**config.mk**
```make
export PLATFORM = sky130hd
export DESIGN_NAME = irq_host_ctrl
export DESIGN_NICKNAME = d
export VERILOG_FILES = /design/src/rtl/irq_pkg.sv /design/src/rtl/irq_edge_detect.sv /design/src/rtl/irq_mask_reg.sv /design/src/rtl/irq_status_reg.sv /design/src/rtl/irq_regif.sv /design/src/rtl/irq_host_ctrl.sv
export SDC_FILE = /design/constraint.sdc
export NUM_CORES = 1
export LEC_CHECK = 0
export BUFFER_PORTS_ARGS = -buffer_cell sky130_fd_sc_hd__buf_2
export CORE_MARGIN = 10
export CORE_UTILIZATION = 47
export DETAILED_ROUTE_END_ITERATION = 7
export GPL_TIMING_DRIVEN = 0
export PLACE_DENSITY_LB_ADDON = 0.3
export SLEW_MARGIN = 15
export SYNTH_ARGS = -nofsm -noshare
export SYNTH_HDL_FRONTEND = slang
export SYNTH_SLANG_ARGS = --single-unit
```
**constraint.sdc**
```tcl
create_clock -name clk_i -period 2 [get_ports clk_i]
set_clock_uncertainty 0.2 [all_clocks]
set_input_delay 0.1 -clock clk_i [delete_from_list [all_inputs] [get_ports clk_i]]
set_output_delay 0.1 -clock clk_i [all_outputs]
set_load 0.05 [all_outputs]
```
**src/rtl/irq_pkg.sv**
```systemverilog
package irq_pkg;

  localparam int unsigned ADDR_W = 3;

  typedef enum logic [ADDR_W-1:0] {
    SEL_MASK   = 3'd0,
    SEL_MSET   = 3'd1,
    SEL_MCLR   = 3'd2,
    SEL_PEEK   = 3'd3,
    SEL_DRAIN  = 3'd4,
    SEL_ACK    = 3'd5,
    SEL_RSV6   = 3'd6,
    SEL_RSV7   = 3'd7
  } reg_sel_e;

  // Live event positions: 0..10 and 14
  localparam logic [15:0] LIVE_EVT_DEF = 16'h47FF;
  localparam logic [15:0] MASK_RST_DEF = 16'h0001;

endpackage

```
**src/rtl/irq_edge_detect.sv**
```systemverilog
module irq_edge_detect #(
  parameter int unsigned N = 16
) (
  input  logic         clk_i,
  input  logic         rst_ni,
  input  logic [N-1:0] evt_i,
  output logic [N-1:0] rise_o
);

  logic [N-1:0] prev_q;
  logic [N-1:0] prev_d;

  always_comb begin
    prev_d = evt_i;
  end

  always_ff @(posedge clk_i or negedge rst_ni) begin
    if (!rst_ni) prev_q <= '0;
    else         prev_q <= prev_d;
  end

  genvar g;
  generate
    for (g = 0; g < N; g++) begin : g_rise
      assign rise_o[g] = evt_i[g] & ~prev_q[g];
    end
  endgenerate

endmodule

```
**src/rtl/irq_mask_reg.sv**
```systemverilog
module irq_mask_reg #(
  parameter int unsigned N       = 16,
  parameter logic [N-1:0] RST_VAL = '0
) (
  input  logic         clk_i,
  input  logic         rst_ni,
  input  logic         load_i,
  input  logic         set_i,
  input  logic         clr_i,
  input  logic [N-1:0] wdata_i,
  output logic [N-1:0] mask_o
);

  logic [N-1:0] mask_q;
  logic [N-1:0] mask_d;
  logic         mask_en;

  assign mask_en = load_i | set_i | clr_i;

  always_comb begin
    mask_d = mask_q;
    if (load_i)      mask_d = wdata_i;
    else if (set_i)  mask_d = mask_q | wdata_i;
    else if (clr_i)  mask_d = mask_q & ~wdata_i;
  end

  always_ff @(posedge clk_i or negedge rst_ni) begin
    if (!rst_ni)      mask_q <= RST_VAL;
    else if (mask_en) mask_q <= mask_d;
  end

  assign mask_o = mask_q;

  AST_MASK_LOAD: assert property (@(posedge clk_i) disable iff (!rst_ni)
    load_i |=> mask_q == $past(wdata_i));
  AST_MASK_SET: assert property (@(posedge clk_i) disable iff (!rst_ni)
    set_i && !load_i |=> (mask_q & $past(wdata_i)) == $past(wdata_i));
  AST_MASK_CLR: assert property (@(posedge clk_i) disable iff (!rst_ni)
    clr_i && !load_i && !set_i |=> (mask_q & $past(wdata_i)) == '0);

endmodule

```
**src/rtl/irq_status_reg.sv**
```systemverilog
module irq_status_reg #(
  parameter int unsigned  N    = 16,
  parameter logic [N-1:0] LIVE = '1
) (
  input  logic         clk_i,
  input  logic         rst_ni,
  input  logic [N-1:0] rise_i,
  input  logic [N-1:0] ack_i,
  input  logic         drain_i,
  output logic [N-1:0] status_o
);

  logic [N-1:0] status_q;
  logic [N-1:0] status_d;
  logic [N-1:0] set_v;
  logic [N-1:0] clr_v;
  logic         status_en;

  assign set_v     = rise_i & LIVE;
  assign clr_v     = drain_i ? {N{1'b1}} : ack_i;
  assign status_en = (|set_v) | (|clr_v);

  genvar g;
  generate
    for (g = 0; g < N; g++) begin : g_bit
      if (LIVE[g]) begin : g_live
        always_comb begin
          // a new edge beats a clear in the same cycle
          status_d[g] = set_v[g] | (status_q[g] & ~clr_v[g]);
        end
      end else begin : g_rsv
        always_comb begin
          status_d[g] = 1'b0;
        end
      end
    end
  endgenerate

  always_ff @(posedge clk_i or negedge rst_ni) begin
    if (!rst_ni)        status_q <= '0;
    else if (status_en) status_q <= status_d;
  end

  assign status_o = status_q;

  AST_SET_WINS: assert property (@(posedge clk_i) disable iff (!rst_ni)
    (|(rise_i & LIVE)) |=> (status_q & $past(rise_i & LIVE)) == $past(rise_i & LIVE));
  AST_DRAIN_EMPTY: assert property (@(posedge clk_i) disable iff (!rst_ni)
    drain_i && ((rise_i & LIVE) == '0) |=> status_q == '0);
  AST_ACK_CLEARS: assert property (@(posedge clk_i) disable iff (!rst_ni)
    (|ack_i) |=> (status_q & $past(ack_i & ~rise_i)) == '0);
  AST_HOLD_IDLE: assert property (@(posedge clk_i) disable iff (!rst_ni)
    !drain_i && ack_i == '0 && ((rise_i & LIVE) == '0) |=> $stable(status_q));

endmodule

```
**src/rtl/irq_regif.sv**
```systemverilog
module irq_regif
  import irq_pkg::*;
#(
  parameter int unsigned  N    = 16,
  parameter logic [N-1:0] LIVE = '1
) (
  input  logic              clk_i,
  input  logic              rst_ni,
  input  logic [ADDR_W-1:0] addr_i,
  input  logic              wr_en_i,
  input  logic              rd_en_i,
  input  logic [N-1:0]      wdata_i,
  input  logic [N-1:0]      mask_i,
  input  logic [N-1:0]      status_i,
  output logic              mask_load_o,
  output logic              mask_set_o,
  output logic              mask_clr_o,
  output logic [N-1:0]      ack_o,
  output logic              drain_o,
  output logic [N-1:0]      rdata_o
);

  reg_sel_e     sel;
  logic [N-1:0] rdata_q;
  logic [N-1:0] rdata_d;

  assign sel = reg_sel_e'(addr_i);

  always_comb begin
    mask_load_o = 1'b0;
    mask_set_o  = 1'b0;
    mask_clr_o  = 1'b0;
    ack_o       = '0;
    if (wr_en_i) begin
      unique case (sel)
        SEL_MASK: mask_load_o = 1'b1;
        SEL_MSET: mask_set_o  = 1'b1;
        SEL_MCLR: mask_clr_o  = 1'b1;
        SEL_ACK:  ack_o       = wdata_i;
        default:  ;
      endcase
    end
  end

  assign drain_o = rd_en_i && (sel == SEL_DRAIN);

  always_comb begin
    unique case (sel)
      SEL_MASK:  rdata_d = mask_i;
      SEL_PEEK:  rdata_d = status_i;
      SEL_DRAIN: rdata_d = status_i;
      default:   rdata_d = '0;
    endcase
  end

  always_ff @(posedge clk_i or negedge rst_ni) begin
    if (!rst_ni)      rdata_q <= '0;
    else if (rd_en_i) rdata_q <= rdata_d;
  end

  assign rdata_o = rdata_q;

  AST_RSV_READ_ZERO: assert property (@(posedge clk_i) disable iff (!rst_ni)
    rd_en_i && (sel == SEL_PEEK || sel == SEL_DRAIN) |=> (rdata_q & ~LIVE) == '0);
  AST_WO_READ_ZERO: assert property (@(posedge clk_i) disable iff (!rst_ni)
    rd_en_i && (sel == SEL_MSET || sel == SEL_MCLR || sel == SEL_ACK) |=> rdata_q == '0);

endmodule

```
**src/rtl/irq_host_ctrl.sv**
```systemverilog
module irq_host_ctrl
  import irq_pkg::*;
#(
  parameter int unsigned  NUM_EVT  = 16,
  parameter logic [NUM_EVT-1:0] LIVE_EVT = LIVE_EVT_DEF,
  parameter logic [NUM_EVT-1:0] MASK_RST = MASK_RST_DEF
) (
  input  logic               clk_i,
  input  logic               rst_ni,
  input  logic [NUM_EVT-1:0] evt_i,
  input  logic               pol_low_i,
  input  logic [ADDR_W-1:0]  addr_i,
  input  logic               wr_en_i,
  input  logic               rd_en_i,
  input  logic [NUM_EVT-1:0] wdata_i,
  output logic [NUM_EVT-1:0] rdata_o,
  output logic               irq_o
);

  localparam int unsigned SYNC_STAGES = 2;

  logic [SYNC_STAGES-1:0] rst_sync_q;
  logic                   rst_n;

  always_ff @(posedge clk_i or negedge rst_ni) begin
    if (!rst_ni) rst_sync_q <= '0;
    else         rst_sync_q <= {rst_sync_q[SYNC_STAGES-2:0], 1'b1};
  end
  assign rst_n = rst_sync_q[SYNC_STAGES-1];

  logic [NUM_EVT-1:0] rise;
  logic [NUM_EVT-1:0] mask;
  logic [NUM_EVT-1:0] status;
  logic [NUM_EVT-1:0] ack;
  logic               mask_load;
  logic               mask_set;
  logic               mask_clr;
  logic               drain;
  logic               pending;

  irq_edge_detect #(.N(NUM_EVT)) u_edge (
    .clk_i  (clk_i),
    .rst_ni (rst_n),
    .evt_i  (evt_i),
    .rise_o (rise)
  );

  irq_mask_reg #(.N(NUM_EVT), .RST_VAL(MASK_RST)) u_mask (
    .clk_i   (clk_i),
    .rst_ni  (rst_n),
    .load_i  (mask_load),
    .set_i   (mask_set),
    .clr_i   (mask_clr),
    .wdata_i (wdata_i),
    .mask_o  (mask)
  );

  irq_status_reg #(.N(NUM_EVT), .LIVE(LIVE_EVT)) u_status (
    .clk_i    (clk_i),
    .rst_ni   (rst_n),
    .rise_i   (rise),
    .ack_i    (ack),
    .drain_i  (drain),
    .status_o (status)
  );

  irq_regif #(.N(NUM_EVT), .LIVE(LIVE_EVT)) u_regif (
    .clk_i       (clk_i),
    .rst_ni      (rst_n),
    .addr_i      (addr_i),
    .wr_en_i     (wr_en_i),
    .rd_en_i     (rd_en_i),
    .wdata_i     (wdata_i),
    .mask_i      (mask),
    .status_i    (status),
    .mask_load_o (mask_load),
    .mask_set_o  (mask_set),
    .mask_clr_o  (mask_clr),
    .ack_o       (ack),
    .drain_o     (drain),
    .rdata_o     (rdata_o)
  );

  assign pending = |(status & ~mask);
  assign irq_o   = pol_low_i ? ~pending : pending;

  AST_IRQ_QUIET: assert property (@(posedge clk_i) disable iff (!rst_n)
    ((status & ~mask) == '0) |-> (irq_o == pol_low_i));
  AST_RESET_STATE: assert property (@(posedge clk_i) disable iff (!rst_n)
    $rose(rst_n) |-> (mask == MASK_RST) && (status == '0));

endmodule

```
==> results of run 1 <==
## synth_stat cells (all sizes together)
cell type,n
nand2,13
nand3b,1
dfrtp,57
buf,7
and3,1
a21oi,12
clkbuf,4
a22oi,12
nor3,2
a32o,12
conb,1
dfstp,1
inv,20
xnor2,1
a22o,16
nand3,4
nor2b,1
o2111ai,3
nor2,14
nand2b,11
o22ai,1
o21ai,20
## per-layer routing
metal	wire length [microns]	part of all wire, %	global-route usage [%]	up-vias
li1	-	-	-	949
met1	2520	41	18.5	952
met2	3120	50	25.4	59
met3	478	7.7	6.26	11
met4	75	1.2	6.27	0
met5	0	0	0	-
## worst max-delay path, stage by stage (launching register included)
cell       delay, ns
dfstp_2         0.55
nand2b_4        0.14
o2111ai_4       0.10
nor3_4          0.20
xnor2_1         0.15
buf_4           0.23
## power breakdown
group / internal [mW] / switching (mW)
Combinational: 0.227 / 0.297
Sequential: 1.31 / 0.116
Clock: 0.511 / 0.427
Total: 2.05 / 0.840
## area by class of cell
| class | count | area (sq um) | share of cell area, % |
|---|---|---|---|
| Buffer | 11 | 61.3 | 1.88 |
| Tap cell | 67 | 83.8 | 2.57 |
| Sequential cell | 58 | 1460 | 44.7 |
| Inverter | 20 | 75.1 | 2.31 |
| Clock inverter | 3 | 15.0 | 0.461 |
| Clock buffer | 13 | 159 | 4.88 |
| Multi-Input combinational cell | 125 | 837 | 25.7 |
| Timing Repair Buffer | 82 | 568 | 17.4 |
## worst max-delay path by stage
stage                   from                    endpoint  slack (ns)  cells after the start
5_1_grt                 flop                       irq_o       -0.10                      5
3_5_place_dp            flop                       irq_o        0.19                      5
4_1_cts                 flop                       irq_o      0.0009                      5
2_1_floorplan  rst_sync_q[1]  asynchronous set/reset pin        0.07                      0
3_3_place_gp   rst_sync_q[1]           u_edge.prev_q[10]       -0.53                      0
6_report                flop                       irq_o      -0.007                      5
## stage by stage
| stage | hold WS [ns] | TNS, ns | cell area (sq um) | setup WS (ns) | power [mW] |
|---|---|---|---|---|---|
| floorplan | -0.396 | 0 | 2380 | 0.0674 | 1.73 |
| global route | 0.0494 | -0.104 | 3260 | -0.104 | 3.04 |
| detailed placement | -0.312 | 0 | 2730 | 0.190 | 1.89 |
| global placement | -0.315 | -28.96 | 2720 | -0.528 | 1.88 |
| CTS | 0.0176 | 0 | 3220 | 0.000941 | 2.90 |
| finish | 0.0401 | -0.00676 | 3260 | -0.00676 | 2.89 |
## what timing repair did
action                                  in CTS  in global routing
hold buffers                                31                  0
hold endpoints to repair                    44                  0
gates resized for setup                      2                  5
pin swaps                                    1                  3
endpoints found under the setup margin       1                  1
## layout by cell type (no fill, tap or decap), types with 3 or more instances in the layout
cell type | netlist | routed
inv_1 | 20 | 20
nand2_1 | 13 | 13
clkbuf_8 | 0 | 11
a32o_1 | 12 | 12
buf_2 | 4 | 54
a22o_1 | 16 | 16
dlygate4sd3_1 | 0 | 31
a22oi_1 | 12 | 12
o21ai_0 | 20 | 20
nand3_1 | 4 | 4
clkinv_2 | 0 | 3
a21oi_1 | 12 | 12
dfrtp_1 | 57 | 56
nand2b_1 | 11 | 10
buf_4 | 2 | 3
nor2_1 | 14 | 14
clkbuf_1 | 4 | 6
## cells by family after synthesis
family,after synthesis
AO/OA/AOI/OAI,76
XOR/XNOR,1
buffers and inverters,31
flip-flops,58
other,1
AND/OR/NAND/NOR,47
==> out/metrics.cfg, run 1 <==
[clock_network]
cts_max_level=3
clock_latency_ns=0.33
cts_buffer_depth=2
clk_pin_slew_ns=0.06
clock-root-buffer=clkbuf_8
cts_setup_buffers=0
cts.sinks=58
cts_buffers=9
cts_tree=yes

[timing]
worst_pin_slew_ns=0.690
period_share_pct=100
rsz0062_at_grt=true
timing.final.crit_period_ns=2.01
fmax_mhz=498
setup_ws_ns=-0.00676
drv_slew=0
hold_violations=0
setup_viol=1
slew_headroom_pct=54.0

[synth]
synthCells=214
netlist_area_sq_um=2380
synth_compound_area_share_pct=22.8
yosysWarnings=0
yosys.area.top_type=dfrtp_1
syn_avg_cell_area_sq_um=11.1
synth.area.top_cells=dfrtp_1 (60%), a22o_1 (5.9%), a32o_1 (5.0%), o21ai_0 (4.2%), a22oi_1 (3.8%)
synth-xor-area-share_pct=0.367
synthMuxAreaShare_pct=0
synth_fa_ha_area_share_pct=0
synth_top_area_share_pct=59.8
synthesis.nets=254
synth-seq-cells=58
synth-simple-area-share_pct=10.0
ys_seq_area_share_pct=60.9
synth_top_family_by_area=compound AO/OA/AOI/OAI gates
synth_cell_types=25

[min_path]
hp-class=input pin to flop
whs_endpoint=u_regif.rdata_o[0]
hold_depth=4
min_from=addr_i[2]

[worst_setup_path]
reg2reg_from=u_status.status_o[6]
cp.required_ns=1.70
critPathCaptureType=primary output
r2r_setup_slack_ns=0.93
r2r-end=u_regif.rdata_o[6]
r2r_cells=2
critPathKind=flop to primary output
crit_fanout=3
startpoint_type=flop
critical_path_arrival_ns=1.71

[status]
violations=setup timing
status=finished, violations left

[power]
ir_drop_uv=504
power.density_nw_per_um2=888
leakage_nw=1.51

[floorplanning]
fp.dieW_microns=91.2
placementRows=25
die_height_microns=91.2
io_pins=57
core_sq_um=4820
start_util_pct=49.5
die_area_sq_um=8320

[route]
postRouteAntennaNets=0
drtIter0Drc=188
num_vias=1971
drt_wl_total_microns=6200
vias_per_cell=5.20
first_pass_iters=4
route.detailed.drc=0
routedWlPerCell_microns=16.4

[cells_and_area]
utilization_pct=67.6
instances_no_fill=379
fillers=404
final_nets=347
n_antenna_cell=0
area_growth_pct=36.6
drive_above_1_share_pct=26.0

[placed_design]
place_inst=332
dp_hpwl_microns=4070
globalplace.congestion=0.745
io_buffers=51

[flow_run]
cap_violations=0

[global_route]
grt_use_total_pct=15.8
antenna_found_initial=0
grt_pass1_vias=2154
grt_overflow=0
grt_start_max_net_pins=57
grt_pass1_wl_microns=10500

Power figures use the tool's default switching activity.
==> inputs of run 2 (changes only) <==
CORE_UTILIZATION = 50   (was 47)
SYNTH_HIERARCHICAL = 1   (was default)
TNS_END_PERCENT = 10   (was default)
==> run 2 against run 1 <==
Against the previous run: the run now ends clean; power grew 12%; first-iteration DRC count shrank 26%; worst setup slack gained 0.030 ns; final cell count grew 17%; count of clock-buffer cells in the layout shrank 1; synthesized area grew 26%; critical path type unchanged; critical endpoint unchanged; highest routed layer unchanged.
==> out/metrics.cfg, run 2 <==
[status]
status=finished clean

[worst_setup_path]
cp.required_ns=1.70
cpPeakStageDelay_ns=0.37
crit_slowest_cell=dfrtp_1
cp.buffers_inverters=1
critPathCaptureType=primary output
r2r_cells=4
endpoint=irq_o
critPathKind=flop to primary output
path_depth=5
crit_chain=nand2b_4, o2111ai_4, nor4_4, xnor2_1, buf_4
critical_path_arrival_ns=1.68
cpLargestDelayFamily=simple AND/OR/NAND/NOR gates
startpoint_type=flop
r2r_setup_slack_ns=0.72
crit_fanout=2
r2r-end=u_regif/rdata_o[7]

[timing]
drv_slew=0
slew_headroom_pct=51.4
worst_pin_slew_ns=0.728
period_share_pct=98.8
rsz0062_at_grt=true
setup_ws_ns=0.0230
fmax_mhz=506
setup_viol=0
hold_violations=0
timing.final.crit_period_ns=1.98

[cells_and_area]
multi_input_area_sq_um=1370
final_nets=406
layout_common_cells=buf_2 (56), dfrtp_1 (56), dlygate4sd3_1 (31)
final_area_sq_um=3990
seq_area_sq_um=1460
utilization_pct=68.3
n_antenna_cell=0
drive_above_1_share_pct=38.1
area_growth_pct=33.5
fillers=424

[power]
p_seq_share_pct=45.7
switching_power_mw=1.02
clkPwrFrac_pct=29.5
p_int_mw=2.22
power.density_nw_per_um2=811
finalPower_mw=3.24
pwr-share-comb_pct=24.8
leakage_nw=1.78
ir_drop_uv=384
power_switching_share_pct=31.5

[floorplanning]
fp.dieW_microns=97.4
die_area_sq_um=9480
io_pins=57
start_util_pct=51.1
core_sq_um=5850
placementRows=28
die_height_microns=97.4

[route]
vias_per_cell=5.36
route.detailed.drc=0
postRouteAntennaNets=0
drt-met1-wl_microns=3450
routedWlPerCell_microns=17.5
num_vias=2383
met2_length_microns=3760
drt_wl_total_microns=7770
dr_wl_met3_microns=421
highest_layer=met4
first_pass_iters=4
drtIter0Drc=139

[global_route]
grt_start_max_net_pins=57
grt_overflow=0
grt_use_total_pct=16.7
grt_pass1_wl_microns=12900
grt_pass1_vias=2502
antenna_found_initial=0

[clock_network]
clock-root-buffer=clkbuf_8
cts_tree=yes
cts_max_level=3
cts.sinks=58
clock_latency_ns=0.34
cts_buffers=9
cts_buffer_depth=2
clk_pin_slew_ns=0.06

[synth]
syn_avg_cell_area_sq_um=11.6
yosysWarnings=6
netlist_area_sq_um=2990
synthCells=259

[flow_run]
cap_violations=0

[placed_design]
globalplace.congestion=0.847
dpl_cell_area_sq_um=3360
dp_hpwl_microns=5130
io_buffers=51
pre_cts_slack_ns=0.140

[min_path]
hp-class=input pin to flop

[run 2: power groups by stage]
stage | logic [mW] | clock network, mW | registers (mW)
CTS | 0.776 | 0.980 | 1.48
finish | 0.803 | 0.955 | 1.48
detailed placement | 0.630 | 0 | 1.51
global placement | 0.612 | 0 | 1.50
floorplan | 0.345 | 0 | 1.59
global route | 0.858 | 1.03 | 1.50
[run 2: metrics by stage]
stage | hold WS [ns] | setup TNS, ns | instances
finish | 0.0552 | 0 | 445
global route | 0.0859 | -0.0368 | 445
CTS | 0.0364 | -0.00296 | 444
detailed placement | -0.309 | 0 | 388
global placement | -0.314 | -33.54 | 388
floorplan | -0.396 | 0 | 262
[run 2: worst register-to-register path, stage by stage, from the launching register on]
cell and delay (ns):
dfrtp_1 0.40, buf_4 0.14, buf_4 0.14, a22oi_2 0.17
o221ai_2 0.11
[run 2: timing repair]
item | 4_1_cts | 5_1_grt
pin swaps | 3 | 0
setup endpoints to repair | 1 | 1
gates resized for setup | 7 | 3
endpoints found under the hold margin | 45 | 0
hold buffers | 31 | 0
buffers inserted | 10 | 1
[run 2: worst min-delay path by stage]
stage	from	end	slack, ns	depth (start not counted)
after detailed placement	rst_ni	rst_sync_q[1]	-0.31	1
after global routing	addr_i[1]	u_regif/rdata_o[5]	0.09	4
final	addr_i[0]	u_regif/rdata_o[6]	0.06	4
after CTS	addr_i[0]	u_regif/rdata_o[6]	0.04	4
after global placement	rst_ni	rst_sync_q[0]	-0.31	1
after floorplan	rst_ni	rst_sync_q[0]	-0.40	0
[run 2: final cells by class]
| type | count | share of cell area [%] |
|---|---|---|
| Multi-Input combinational cell | 162 | 34.2 |
| Clock buffer | 12 | 3.88 |
| Sequential cell | 58 | 36.5 |
| Buffer | 21 | 4.48 |
| Inverter | 21 | 1.97 |
| Clock inverter | 3 | 0.376 |
| Tap cell | 75 | 2.35 |
| Timing Repair Buffer | 93 | 16.3 |
[run 2: routing by layer]
| metal | global-route usage, % | vias up |
|---|---|---|
| met1 | 21.1 | 1164 |
| met2 | 26.3 | 69 |
| met3 | 4.62 | 13 |
| li1 | - | 1137 |
| met4 | 6.82 | 0 |
| met5 | 0 | - |
==> inputs of run 3 (changes only) <==
PLACE_DENSITY = 0.82   (was default)
PLACE_DENSITY_LB_ADDON = default   (was 0.3)
==> run 3 against run 2 <==
Against the previous run: clock power down 1%; via count increased by 2.3%; critical path type unchanged; non-clock buffer count is 1 lower.
==> out/metrics.cfg, run 3 (synthesized netlist as in run 2, its figures left out) <==
[min_path]
hp-class=input pin to flop

[clock_network]
cts_buffer_depth=2
clock_latency_ns=0.34
clock-root-buffer=clkbuf_8
cts_max_level=3
cts_buffers=9
cts_tree=yes
clk_pin_slew_ns=0.06
cts.sinks=58

[timing]
period_share_pct=99.5
fmax_mhz=503
timing.hold.ws_ns=0.0556
setup_ws_ns=0.0107
rsz0062_at_grt=true
worst_pin_slew_ns=0.711
slew_headroom_pct=52.6
setup_viol=0
hold_violations=0
timing.final.crit_period_ns=1.99
drv_slew=0

[route]
first_pass_iters=4
drt_wl_total_microns=7790
route.detailed.drc=0
postRouteAntennaNets=0
routedWlPerCell_microns=17.5
drtIter0Drc=169
vias_per_cell=5.48
num_vias=2437

[worst_setup_path]
crit_fanout=2
critPathCaptureType=primary output
cp.required_ns=1.70
startpoint_type=flop
critPathKind=flop to primary output
critical_path_arrival_ns=1.69

[global_route]
grt_use_total_pct=16.9
grt_pass1_wl_microns=13100
grt_overflow=0
grt_pass1_vias=2606
antenna_found_initial=0
grt_start_max_net_pins=57

[placed_design]
io_buffers=51
pre_cts_slack_ns=0.141
dp_hpwl_microns=5130
globalplace.congestion=0.871

[floorplanning]
placementRows=28
die_height_microns=97.4
core_sq_um=5850
die_area_sq_um=9480
fp.dieW_microns=97.4
io_pins=57
start_util_pct=51.1

[flow_run]
cap_violations=0

[cells_and_area]
utilization_pct=67.7
layout_common_cells=buf_2 (56), dfrtp_1 (56), dlygate4sd3_1 (31)
n_antenna_cell=0
fillers=398
area_growth_pct=32.4
drive_above_1_share_pct=37.8
final_nets=405

[power]
power.density_nw_per_um2=807
ir_drop_uv=424
leakage_nw=1.77

[status]
status=finished clean

[run 3: cell count changes in the layout (fill, tap and decap cells not counted), sizes merged]
cell	previous run	this run
clkbuf	14	12
clkinv	3	5
clkinvlp	0	1
buf	81	80
[run 3: timing repair]
item | 4_1_cts | 5_1_grt
setup endpoints to repair | 1 | 1
pin swaps | 4 | 1
hold buffers | 31 | 0
resized for setup | 7 | 0
hold endpoints to repair | 45 | 0
setup buffers | 10 | 0
[run 3: final timing paths]
| check | start | endpoint | slack (ns) | depth (start not counted) |
|---|---|---|---|---|
| worst max-delay path | flop | irq_o | 0.01 | 5 |
| worst min-delay path | addr_i[1] | u_regif/rdata_o[6] | 0.06 | 4 |
| worst max register to register | u_status/status_o[4] | u_regif/rdata_o[4] | 0.81 | 3 |
| worst min register to register | rst_sync_q[0] | rst_sync_q[1] | 0.15 | 0 |
| max in group asynchronous | rst_sync_q[1] | u_edge/prev_q[1] | 0.94 | 0 |
| min in group asynchronous | rst_sync_q[1] | u_status/status_o[8] | 0.20 | 0 |
[run 3: metal layers]
layer / part of all wire (%) / vias to the layer above / track usage (%)
met2: 50 / 85 / 28.7
met1: 42 / 1199 / 19.4
li1: - / 1134 / -
met5: 0 / - / 0
met4: 2.8 / 0 / 9.28
met3: 5.3 / 19 / 3.41
[run 3: layout make-up]
class                      count  area (sq um)  area share, %
inverter                      21          78.8           1.99
clock inverter                 6          32.5          0.821
sequential                    58          1460           36.8
tap                           75          93.8           2.37
multi-input combinational    162          1340           33.8
clock buffer                  10           138           3.47
timing repair buffer          92           643           16.2
buffer                        21           179           4.52
[run 3: power by group]
part,internal (mW),switching (mW)
clock network,0.471,0.473
registers,1.33,0.144
logic,0.373,0.409
total,2.17,1.03
[run 3: worst max-delay path, cell delays in order, from the launching register on]
cell and delay, ns:
dfrtp_1 0.38, nand2b_4 0.16, o2111ai_4 0.11, nor4_4 0.33, xnor2_1 0.15, buf_4 0.21
[run 3: per-stage QoR]
step | instance area [sq um] | power, mW | TNS (ns) | cells
after floorplan | 3000 | 1.94 | 0 | 262
after global placement | 3350 | 2.10 | -34.00 | 388
after detailed placement | 3360 | 2.13 | 0 | 388
after CTS | 3960 | 3.21 | 0 | 445
after global routing | 3960 | 3.34 | -0.0669 | 445
final | 3960 | 3.20 | 0 | 445
